===== config.mk =====
export PLATFORM = sky130hd
export DESIGN_NAME = sclk_src_detect
export DESIGN_NICKNAME = d
export VERILOG_FILES = /design/src/rtl/sclk_det_pkg.sv /design/src/rtl/sclk_det_sync.sv /design/src/rtl/sclk_det_edges.sv /design/src/rtl/sclk_det_phase_cnt.sv /design/src/rtl/sclk_det_quiet.sv /design/src/rtl/sclk_det_mode.sv /design/src/rtl/sclk_src_detect.sv
export SDC_FILE = /design/constraint.sdc
export NUM_CORES = 1
export LEC_CHECK = 0
export BUFFER_PORTS_ARGS = -buffer_cell sky130_fd_sc_hd__buf_2
export CAP_MARGIN = 15
export CORE_MARGIN = 2
export CORE_UTILIZATION = 40
export CTS_CLUSTER_DIAMETER = 50
export CTS_CLUSTER_SIZE = 12
export DETAILED_ROUTE_END_ITERATION = 6
export PLACE_DENSITY = 0.54
export SLEW_MARGIN = 20
export SYNTH_ARGS = -nofsm -noshare
export SYNTH_HDL_FRONTEND = slang
export SYNTH_SLANG_ARGS = --single-unit

===== constraint.sdc =====
create_clock -name clk -period 3.65 [get_ports clk]
set_input_delay 0.73 -clock clk [delete_from_list [all_inputs] [get_ports clk]]
set_output_delay 0.73 -clock clk [all_outputs]
set_load 0.02 [all_outputs]

===== src/rtl/sclk_det_pkg.sv =====
package sclk_det_pkg;

    localparam int unsigned DEF_SYNC_STAGES  = 2;
    localparam int unsigned DEF_EDGE_LIMIT   = 16;
    localparam int unsigned DEF_QUIET_FRAMES = 2;

    // Which source currently supplies the serial bit clock
    typedef enum logic {
        SRC_INT = 1'b0,
        SRC_EXT = 1'b1
    } clk_src_e;

    // Per-cycle events derived from the synchronized inputs
    typedef struct packed {
        logic pin_lvl;    // synchronized level of the shared pin
        logic pin_rise;   // shared pin went low to high
        logic frm_rise;   // frame clock went low to high
        logic frm_flip;   // frame clock changed level
    } line_evt_t;

    function automatic logic src_is_ext(clk_src_e s);
        return s == SRC_EXT;
    endfunction

endpackage


===== src/rtl/sclk_det_sync.sv =====
module sclk_det_sync #(
    parameter int unsigned STAGES = 2,
    parameter int unsigned WIDTH  = 2
) (
    input  logic             clk,
    input  logic             rst,
    input  logic [WIDTH-1:0] d,
    output logic [WIDTH-1:0] q
);

    logic [STAGES-1:0][WIDTH-1:0] chain;

    generate
        if (STAGES == 1) begin : g_single
            always_ff @(posedge clk) begin
                if (rst) chain <= '0;
                else     chain <= d;
            end
        end else begin : g_multi
            always_ff @(posedge clk) begin
                if (rst) chain <= '0;
                else     chain <= {chain[STAGES-2:0], d};
            end
        end
    endgenerate

    assign q = chain[STAGES-1];

endmodule


===== src/rtl/sclk_det_edges.sv =====
module sclk_det_edges
    import sclk_det_pkg::*;
(
    input  logic      clk,
    input  logic      rst,
    input  logic      pin_s,
    input  logic      frm_s,
    output line_evt_t evt
);

    logic pin_d;
    logic frm_d;

    always_ff @(posedge clk) begin
        if (rst) begin
            pin_d <= 1'b0;
            frm_d <= 1'b0;
        end else begin
            pin_d <= pin_s;
            frm_d <= frm_s;
        end
    end

    always_comb begin
        evt.pin_lvl  = pin_s;
        evt.pin_rise = pin_s & ~pin_d;
        evt.frm_rise = frm_s & ~frm_d;
        evt.frm_flip = frm_s ^ frm_d;
    end

endmodule


===== src/rtl/sclk_det_phase_cnt.sv =====
module sclk_det_phase_cnt #(
    parameter int unsigned LIMIT = 16
) (
    input  logic clk,
    input  logic rst,
    input  logic pin_rise,
    input  logic frm_flip,
    output logic hit
);

    localparam int unsigned CW = $clog2(LIMIT + 1);
    localparam logic [CW-1:0] CAP  = CW'(LIMIT);
    localparam logic [CW-1:0] LAST = CW'(LIMIT - 1);

    logic [CW-1:0] cnt;

    always_ff @(posedge clk) begin
        if (rst) begin
            cnt <= '0;
        end else if (frm_flip) begin
            cnt <= '0;
        end else if (pin_rise && cnt != CAP) begin
            cnt <= cnt + CW'(1);
        end
    end

    // The edge that brings the count up to LIMIT within the current phase
    assign hit = pin_rise && !frm_flip && (cnt == LAST);


    cnt_clear_chk: assert property (@(posedge clk) disable iff (rst)
        frm_flip |=> (cnt == '0));

endmodule


===== src/rtl/sclk_det_quiet.sv =====
module sclk_det_quiet #(
    parameter int unsigned FRAMES = 2
) (
    input  logic clk,
    input  logic rst,
    input  logic pin_rise,
    input  logic frm_rise,
    output logic expired
);

    localparam int unsigned QW = $clog2(FRAMES + 1);
    localparam logic [QW-1:0] CAP  = QW'(FRAMES);
    localparam logic [QW-1:0] LAST = QW'(FRAMES - 1);

    logic [QW-1:0] qcnt;

    always_ff @(posedge clk) begin
        if (rst) begin
            qcnt <= '0;
        end else if (pin_rise) begin
            qcnt <= '0;
        end else if (frm_rise && qcnt != CAP) begin
            qcnt <= qcnt + QW'(1);
        end
    end

    assign expired = frm_rise && !pin_rise && (qcnt == LAST);

    // only rising frame edges may move the count
    quiet_fall_chk: assert property (@(posedge clk) disable iff (rst)
        (!frm_rise && !pin_rise) |=> $stable(qcnt));

endmodule


===== src/rtl/sclk_det_mode.sv =====
module sclk_det_mode
    import sclk_det_pkg::*;
(
    input  logic     clk,
    input  logic     rst,
    input  logic     enter_req,
    input  logic     exit_req,
    input  logic     pin_lvl,
    input  logic     pin_rise,
    output clk_src_e src,
    output logic     deemph
);

    clk_src_e state_q;
    clk_src_e state_n;

    always_comb begin
        state_n = state_q;
        unique case (state_q)
            SRC_INT: if (enter_req) state_n = SRC_EXT;
            SRC_EXT: if (exit_req)  state_n = SRC_INT;
            default: state_n = SRC_INT;
        endcase
    end

    always_ff @(posedge clk) begin
        if (rst) state_q <= SRC_INT;
        else     state_q <= state_n;
    end

    assign src    = state_q;
    assign deemph = !src_is_ext(state_q) && pin_lvl;


    rst_state_chk: assert property (@(posedge clk) disable iff (rst)
        $past(rst) |-> (state_q == SRC_INT));


    ext_entry_chk: assert property (@(posedge clk) disable iff (rst)
        (state_q == SRC_INT && !enter_req) |=> (state_q == SRC_INT));


    ext_exit_chk: assert property (@(posedge clk) disable iff (rst)
        (state_q == SRC_EXT && !exit_req) |=> (state_q == SRC_EXT));


    edge_holds_ext_chk: assert property (@(posedge clk) disable iff (rst)
        (state_q == SRC_EXT && pin_rise) |=> (state_q == SRC_EXT));


    deemph_mask_chk: assert property (@(posedge clk) disable iff (rst)
        (state_q == SRC_EXT) |-> !deemph);

endmodule


===== src/rtl/sclk_src_detect.sv =====
module sclk_src_detect
    import sclk_det_pkg::*;
#(
    parameter int unsigned SYNC_STAGES  = DEF_SYNC_STAGES,
    parameter int unsigned EDGE_LIMIT   = DEF_EDGE_LIMIT,
    parameter int unsigned QUIET_FRAMES = DEF_QUIET_FRAMES
) (
    input  logic clk,
    input  logic rst,
    input  logic pin_in,
    input  logic frame_clk_in,
    output logic ext_sclk_mode,
    output logic deemph_en
);

    logic [1:0] raw_in;
    logic [1:0] sync_out;
    line_evt_t  evt;
    logic       burst_hit;
    logic       quiet_done;
    clk_src_e   src;

    assign raw_in = {pin_in, frame_clk_in};

    sclk_det_sync #(
        .STAGES (SYNC_STAGES),
        .WIDTH  (2)
    ) u_sync (
        .clk (clk),
        .rst (rst),
        .d   (raw_in),
        .q   (sync_out)
    );

    sclk_det_edges u_edges (
        .clk   (clk),
        .rst   (rst),
        .pin_s (sync_out[1]),
        .frm_s (sync_out[0]),
        .evt   (evt)
    );

    sclk_det_phase_cnt #(
        .LIMIT (EDGE_LIMIT)
    ) u_phase_cnt (
        .clk      (clk),
        .rst      (rst),
        .pin_rise (evt.pin_rise),
        .frm_flip (evt.frm_flip),
        .hit      (burst_hit)
    );

    sclk_det_quiet #(
        .FRAMES (QUIET_FRAMES)
    ) u_quiet (
        .clk      (clk),
        .rst      (rst),
        .pin_rise (evt.pin_rise),
        .frm_rise (evt.frm_rise),
        .expired  (quiet_done)
    );

    sclk_det_mode u_mode (
        .clk       (clk),
        .rst       (rst),
        .enter_req (burst_hit),
        .exit_req  (quiet_done),
        .pin_lvl   (evt.pin_lvl),
        .pin_rise  (evt.pin_rise),
        .src       (src),
        .deemph    (deemph_en)
    );

    assign ext_sclk_mode = src_is_ext(src);

endmodule


==> impl_metrics.json, run 1 <==
{
  "dr_total_vias": 425,
  "worstSkewPairLatency_ns": 0.26,
  "port_buffers": 5,
  "power_switching_mw": 0.0562,
  "holdBufCountCts": 0,
  "start_kind": "register",
  "worst_clock_skew_ns": 0.00199,
  "synth_top_family_by_area": "simple AND/OR/NAND/NOR gates",
  "path_cells": "nor2b_1 > buf_2",
  "dpl-instance-area_um2": 663,
  "ys_types": 25,
  "hold_viol": 0,
  "rsz0062_at_grt": "no",
  "ant_nets": 0,
  "synth_compound_area_frac": 0.0946,
  "synth_top_area_share": 0.451,
  "fp.dieW_um": 43.4,
  "detail_route.vias_per_cell": 4.89,
  "endpoint_kind": "primary output",
  "grt_max_degree": 12,
  "worst_pin_slew_ns": 0.358,
  "ioPinCount": 6,
  "clkSlewWorstSetupHoldPaths_ns": 0.07,
  "rows": 14,
  "antenna_found_initial": 0,
  "yosys.area.top_type": "dfxtp_1",
  "dp_hpwl_um": 660,
  "synthAdderAreaFrac": 0.121,
  "fin_nets": 83,
  "hp-class": "reg2reg",
  "comb_power_share": 0.078,
  "synth_xor_xnor_area_share": 0.0141,
  "cts_setup_buffers": 0,
  "slew_headroom": 0.760,
  "die-area_um2": 1890,
  "grt_first_pass_wirelength_um": 1570,
  "cellLeakagePower_nw": 0.267,
  "arrival_ns": 0.96,
  "p_seq_frac": 0.615,
  "synth_ff_type": "dfxtp_1",
  "reg2reg_slack_ns": 2.29,
  "drive_above_1_share": 0.141,
  "drc": 0,
  "postLayoutCellArea_um2": 686,
  "grt_remaining_overflow": 0,
  "die_height_um": 43.4,
  "syn_area_per_cell_um2": 9.72,
  "path_class": "reg2out",
  "initial_core_util": 0.418,
  "first_global_vias": 359,
  "num-fill-cells": 139,
  "synth_cells": 64,
  "p_clk_frac": 0.307,
  "internal_power_mw": 0.205,
  "firstDrtPassIters": 4,
  "p_per_area_nw_per_um2": 381,
  "clockBufferDepth": 2,
  "ir_drop_v": 0.000206,
  "synth-simple-area-share": 0.262,
  "mostFrequentLayoutCell": "dfxtp_1",
  "slowest_delay_ns": 0.40,
  "synth_edf_count": 0,
  "layout.cells.non_filler": 87,
  "fin_tns_setup_ns": 0,
  "crit_path_top_delay_cell": "dfxtp_1",
  "cts_made_buffers": 3,
  "worstPathRequired_ns": 2.92,
  "cts.sinks": 14,
  "ys_seq_area_frac": 0.451,
  "critPathMaxFanout": 4,
  "switching_share": 0.215,
  "gp_congestion": 0.765,
  "cts_root_buf": "clkbuf_4",
  "yosys_warnings": 0,
  "grt.total_usage": 0.109,
  "yosys-top-cells-area": "dfxtp_1 (45%), ha_1 (12%), nor2b_1 (9.1%), inv_1 (3.6%), nand2_1 (3.0%)",
  "post-route-util": 0.461,
  "cts_resized": 0,
  "cts_tree": "yes",
  "setup_viol": 0,
  "yosys_register_bits": 14,
  "multiInputGateArea_um2": 315,
  "syn_nets": 74,
  "maxCapViolCount": 0,
  "diodes": 0,
  "core_area_um2": 1490,
  "min_period_ns": 1.69,
  "seq_area_um2": 280,
  "async_reset_ff_frac": 0,
  "wl_um": 859,
  "drv_slew": 0,
  "status": "finished, final reports clean",
  "path_buf_inv": 1,
  "wl_per_cell_um": 9.87,
  "fin_crit_sh": 0.464,
  "fmax_ghz": 0.590,
  "holdWs_ns": 0.439,
  "layout_common_cells": "dfxtp_1 (14), nor2b_1 (9), inv_1 (6), ha_1 (6)",
  "synth_area_um2": 622,
  "crit_family": "flip-flops",
  "muxShareOfSynthArea": 0.0161,
  "drt_iter0_markers": 12,
  "place_inst": 84,
  "htree_levels": 1,
  "synthToLayoutAreaGrowth_pct": 10.3
}
## path summary, 6_finish.rpt
| check | from | to | depth (start not counted) |
|---|---|---|---|
| min | u_sync.chain[0]$_SDFF_PP0_ | u_sync.q[0]$_SDFF_PP0_ | 1 |
| max reg2reg | u_phase_cnt.cnt[0]$_SDFFE_PP0P_ | u_phase_cnt.cnt[0]$_SDFFE_PP0P_ | 5 |
| min reg2reg | u_sync.chain[0]$_SDFF_PP0_ | u_sync.q[0]$_SDFF_PP0_ | 1 |
| max | u_sync.q[1]$_SDFF_PP0_ | deemph_en | 2 |
## cell families (layout without fill, tap and decap cells)
logic type | Yosys count | after routing
fa+ha+maj | 6 | 6
simple gates | 27 | 27
xor+xnor | 1 | 1
buf+inv | 7 | 14
flops | 14 | 14
compound gates | 8 | 8
mux | 1 | 1
## synthesized netlist by cell type, types with 2 or more instances
| library cell | n |
|---|---|
| dfxtp_1 | 14 |
| nor2b_1 | 9 |
| ha_1 | 6 |
| inv_1 | 6 |
| nand2_1 | 5 |
| a21oi_1 | 2 |
| nand3_1 | 2 |
| nor2_1 | 2 |
| o21ai_0 | 2 |
## per-layer routing
metal	vias to the layer above	track usage	wire length, um
li1	233	-	-
met1	184	0.169	485
met2	8	0.140	341
met3	0	0.0250	32
met4	0	0.0545	0
met5	-	0	0
## registers in the layout, summed over array words and instances (netlist names)
register         flops
u_mode.src           1
u_sync.q             2
u_sync.chain         2
u_quiet.qcnt         2
u_edges.pin_d        1
u_phase_cnt.cnt      5
u_edges.frm_d        1
## layout make-up
type	count	area share
clock buffer	3	0.0328
inverter	6	0.0328
multi-input combinational	43	0.460
sequential	14	0.409
tap	16	0.0292
timing repair buffer	5	0.0365
## power groups by stage
stage / sequential [mW] / combinational (mW) / clock [mW]
2_1_floorplan: 0.164 / 0.0161 / 0
3_3_place_gp: 0.164 / 0.0208 / 0
3_5_place_dp: 0.164 / 0.0205 / 0
4_1_cts: 0.161 / 0.0206 / 0.0843
5_1_grt: 0.161 / 0.0237 / 0.0955
6_report: 0.161 / 0.0204 / 0.0801
## through the flow
stage,power [mW],setup slack [ns]
after floorplan,0.180,2.19
after global placement,0.185,1.99
after detailed placement,0.185,1.99
after CTS,0.266,1.94
after global routing,0.281,1.89
final,0.261,1.96
(Power assumes the default switching activity.)
==> run 2, diff against run 1 <==
==> constraint.sdc (replaced) <==
create_clock -name clk -period 1.6 [get_ports clk]
set_input_delay 0.32 -clock clk [delete_from_list [all_inputs] [get_ports clk]]
set_output_delay 0.32 -clock clk [all_outputs]
set_load 0.02 [all_outputs]
==> run 2 against run 1 <==
Non-clock buffer count grew 2. Setup slack lost 1.8 ns. Critical path depth grew 3. Largest power group unchanged. Highest routed layer is now met4.
==> impl_metrics.json, run 2 (synthesis gave the netlist of run 1 again) <==
{
  "status": "finished, final reports clean",
  "layout_common_cells": "dfxtp_1 (14), nor2b_1 (9), inv_1 (6), ha_1 (6)",
  "critPathMaxFanout": 5,
  "ioPinCount": 6,
  "crit_path_top_delay_cell": "or4_1",
  "r2r.worst_path.cells": 5,
  "antenna_found_initial": 0,
  "maxCapViolCount": 0,
  "slew_headroom": 0.791,
  "hp-class": "in2reg",
  "die-area_um2": 1890,
  "multiInputGateArea_um2": 315,
  "grt_max_degree": 11,
  "worst_clock_skew_ns": 0.00555,
  "largest_register": "u_phase_cnt.cnt",
  "gp_congestion": 0.746,
  "cts.sinks": 14,
  "grt_first_pass_wirelength_um": 1780,
  "cts_made_buffers": 3,
  "grt_remaining_overflow": 0,
  "rr_endpoint": "u_phase_cnt.cnt[0]$_SDFFE_PP0P_",
  "r2r_start": "u_phase_cnt.cnt[0]$_SDFFE_PP0P_",
  "crit_end": "u_phase_cnt.cnt[0]$_SDFFE_PP0P_",
  "arrival_ns": 1.62,
  "p_per_area_nw_per_um2": 881,
  "cts_root_buf": "clkbuf_4",
  "use_met1": 0.192,
  "slowest_delay_ns": 0.47,
  "path_class": "reg2reg",
  "place_inst": 86,
  "holdBufCountCts": 0,
  "rows": 14,
  "drv_slew": 0,
  "largest_reg_flops": 5,
  "endpoint_kind": "register",
  "fp.dieW_um": 43.4,
  "cts_resized": 0,
  "drt_iter0_markers": 11,
  "hold_viol": 0,
  "fin_tns_setup_ns": 0,
  "drc": 0,
  "finalPower_mw": 0.617,
  "cellLeakagePower_nw": 0.277,
  "dr_total_vias": 438,
  "detail_route.vias_per_cell": 4.92,
  "ant_nets": 0,
  "postLayoutCellArea_um2": 701,
  "grt.total_usage": 0.131,
  "seq_area_um2": 280,
  "cts_setup_buffers": 0,
  "mostFrequentLayoutCell": "dfxtp_1",
  "rsz0062_at_grt": "no",
  "clockBufferDepth": 2,
  "fmax_ghz": 0.715,
  "start_kind": "register",
  "startpoint": "u_phase_cnt.cnt[0]$_SDFFE_PP0P_",
  "reg2reg_slack_ns": 0.20,
  "ir_drop_v": 0.000675,
  "port_buffers": 5,
  "fin_nets": 85,
  "core_area_um2": 1490,
  "wl_per_cell_um": 10.9,
  "wl_um": 972,
  "fin_crit_sh": 0.875,
  "setup_viol": 0,
  "initial_core_util": 0.418,
  "first_global_vias": 394,
  "die_height_um": 43.4,
  "busiest_layer": "met1",
  "diodes": 0,
  "synthToLayoutAreaGrowth_pct": 12.7,
  "layout.cells.non_filler": 89,
  "num-fill-cells": 154,
  "met2_usage": 0.161,
  "dp_hpwl_um": 717,
  "gr-usage-met3": 0.0250,
  "path_buf_inv": 1,
  "clkSlewWorstSetupHoldPaths_ns": 0.09,
  "firstDrtPassIters": 5,
  "path_cells": "inv_1 > ha_1 > nor4bb_1 > or4_1 > o21ai_1",
  "worstPathRequired_ns": 1.82,
  "min_period_ns": 1.40,
  "post-route-util": 0.471,
  "worstSkewPairLatency_ns": 0.28,
  "cts_tree": "yes",
  "worst_pin_slew_ns": 0.305,
  "htree_levels": 1,
  "crit_cells": 5,
  "crit_family": "simple AND/OR/NAND/NOR gates",
  "dpl-instance-area_um2": 678,
  "drive_above_1_share": 0.164
}
run 2: how the worst min path moves through the flow:
| stage | start | end | slack [ns] | cells past startpoint |
|---|---|---|---|---|
| 6_report | pin_in | u_sync.chain[1]$_SDFF_PP0_ | 0.25 | 2 |
| 5_1_grt | pin_in | u_sync.chain[1]$_SDFF_PP0_ | 0.29 | 2 |
| 4_1_cts | pin_in | u_sync.chain[1]$_SDFF_PP0_ | 0.25 | 2 |
| 3_5_place_dp | u_sync.chain[0]$_SDFF_PP0_ | u_sync.q[0]$_SDFF_PP0_ | 0.43 | 1 |
| 3_3_place_gp | u_sync.chain[1]$_SDFF_PP0_ | u_sync.q[1]$_SDFF_PP0_ | 0.42 | 1 |
| 2_1_floorplan | u_sync.chain[0]$_SDFF_PP0_ | u_sync.q[0]$_SDFF_PP0_ | 0.41 | 1 |
run 2: report_power, final:
| group | internal, mW | switching (mW) | total, mW | leakage (nW) |
|---|---|---|---|---|
| Clock | 0.0873 | 0.113 | 0.200 | 0.0138 |
| Sequential | 0.359 | 0.00682 | 0.366 | 0.114 |
| Combinational | 0.0247 | 0.0264 | 0.0511 | 0.149 |
| Total | 0.471 | 0.146 | 0.617 | 0.277 |
run 2: routing by layer:
| layer | vias to the layer above | wire, um |
|---|---|---|
| li1 | 236 | - |
| met1 | 184 | 547 |
| met2 | 14 | 344 |
| met3 | 4 | 43 |
| met4 | 0 | 37 |
| met5 | - | 0 |
run 2: stage by stage:
step / hold slack (ns) / setup WS (ns)
finish: 0.250 / 0.200
detailed placement: 0.431 / 0.233
global placement: 0.423 / 0.256
CTS: 0.250 / 0.208
floorplan: 0.414 / 0.317
global route: 0.292 / 0.0923
run 2: layout make-up:
type,count,area share
multi-input combinational,43,0.450
sequential,14,0.400
timing repair buffer,7,0.0571
clock buffer,3,0.0321
inverter,6,0.0321
tap,16,0.0286
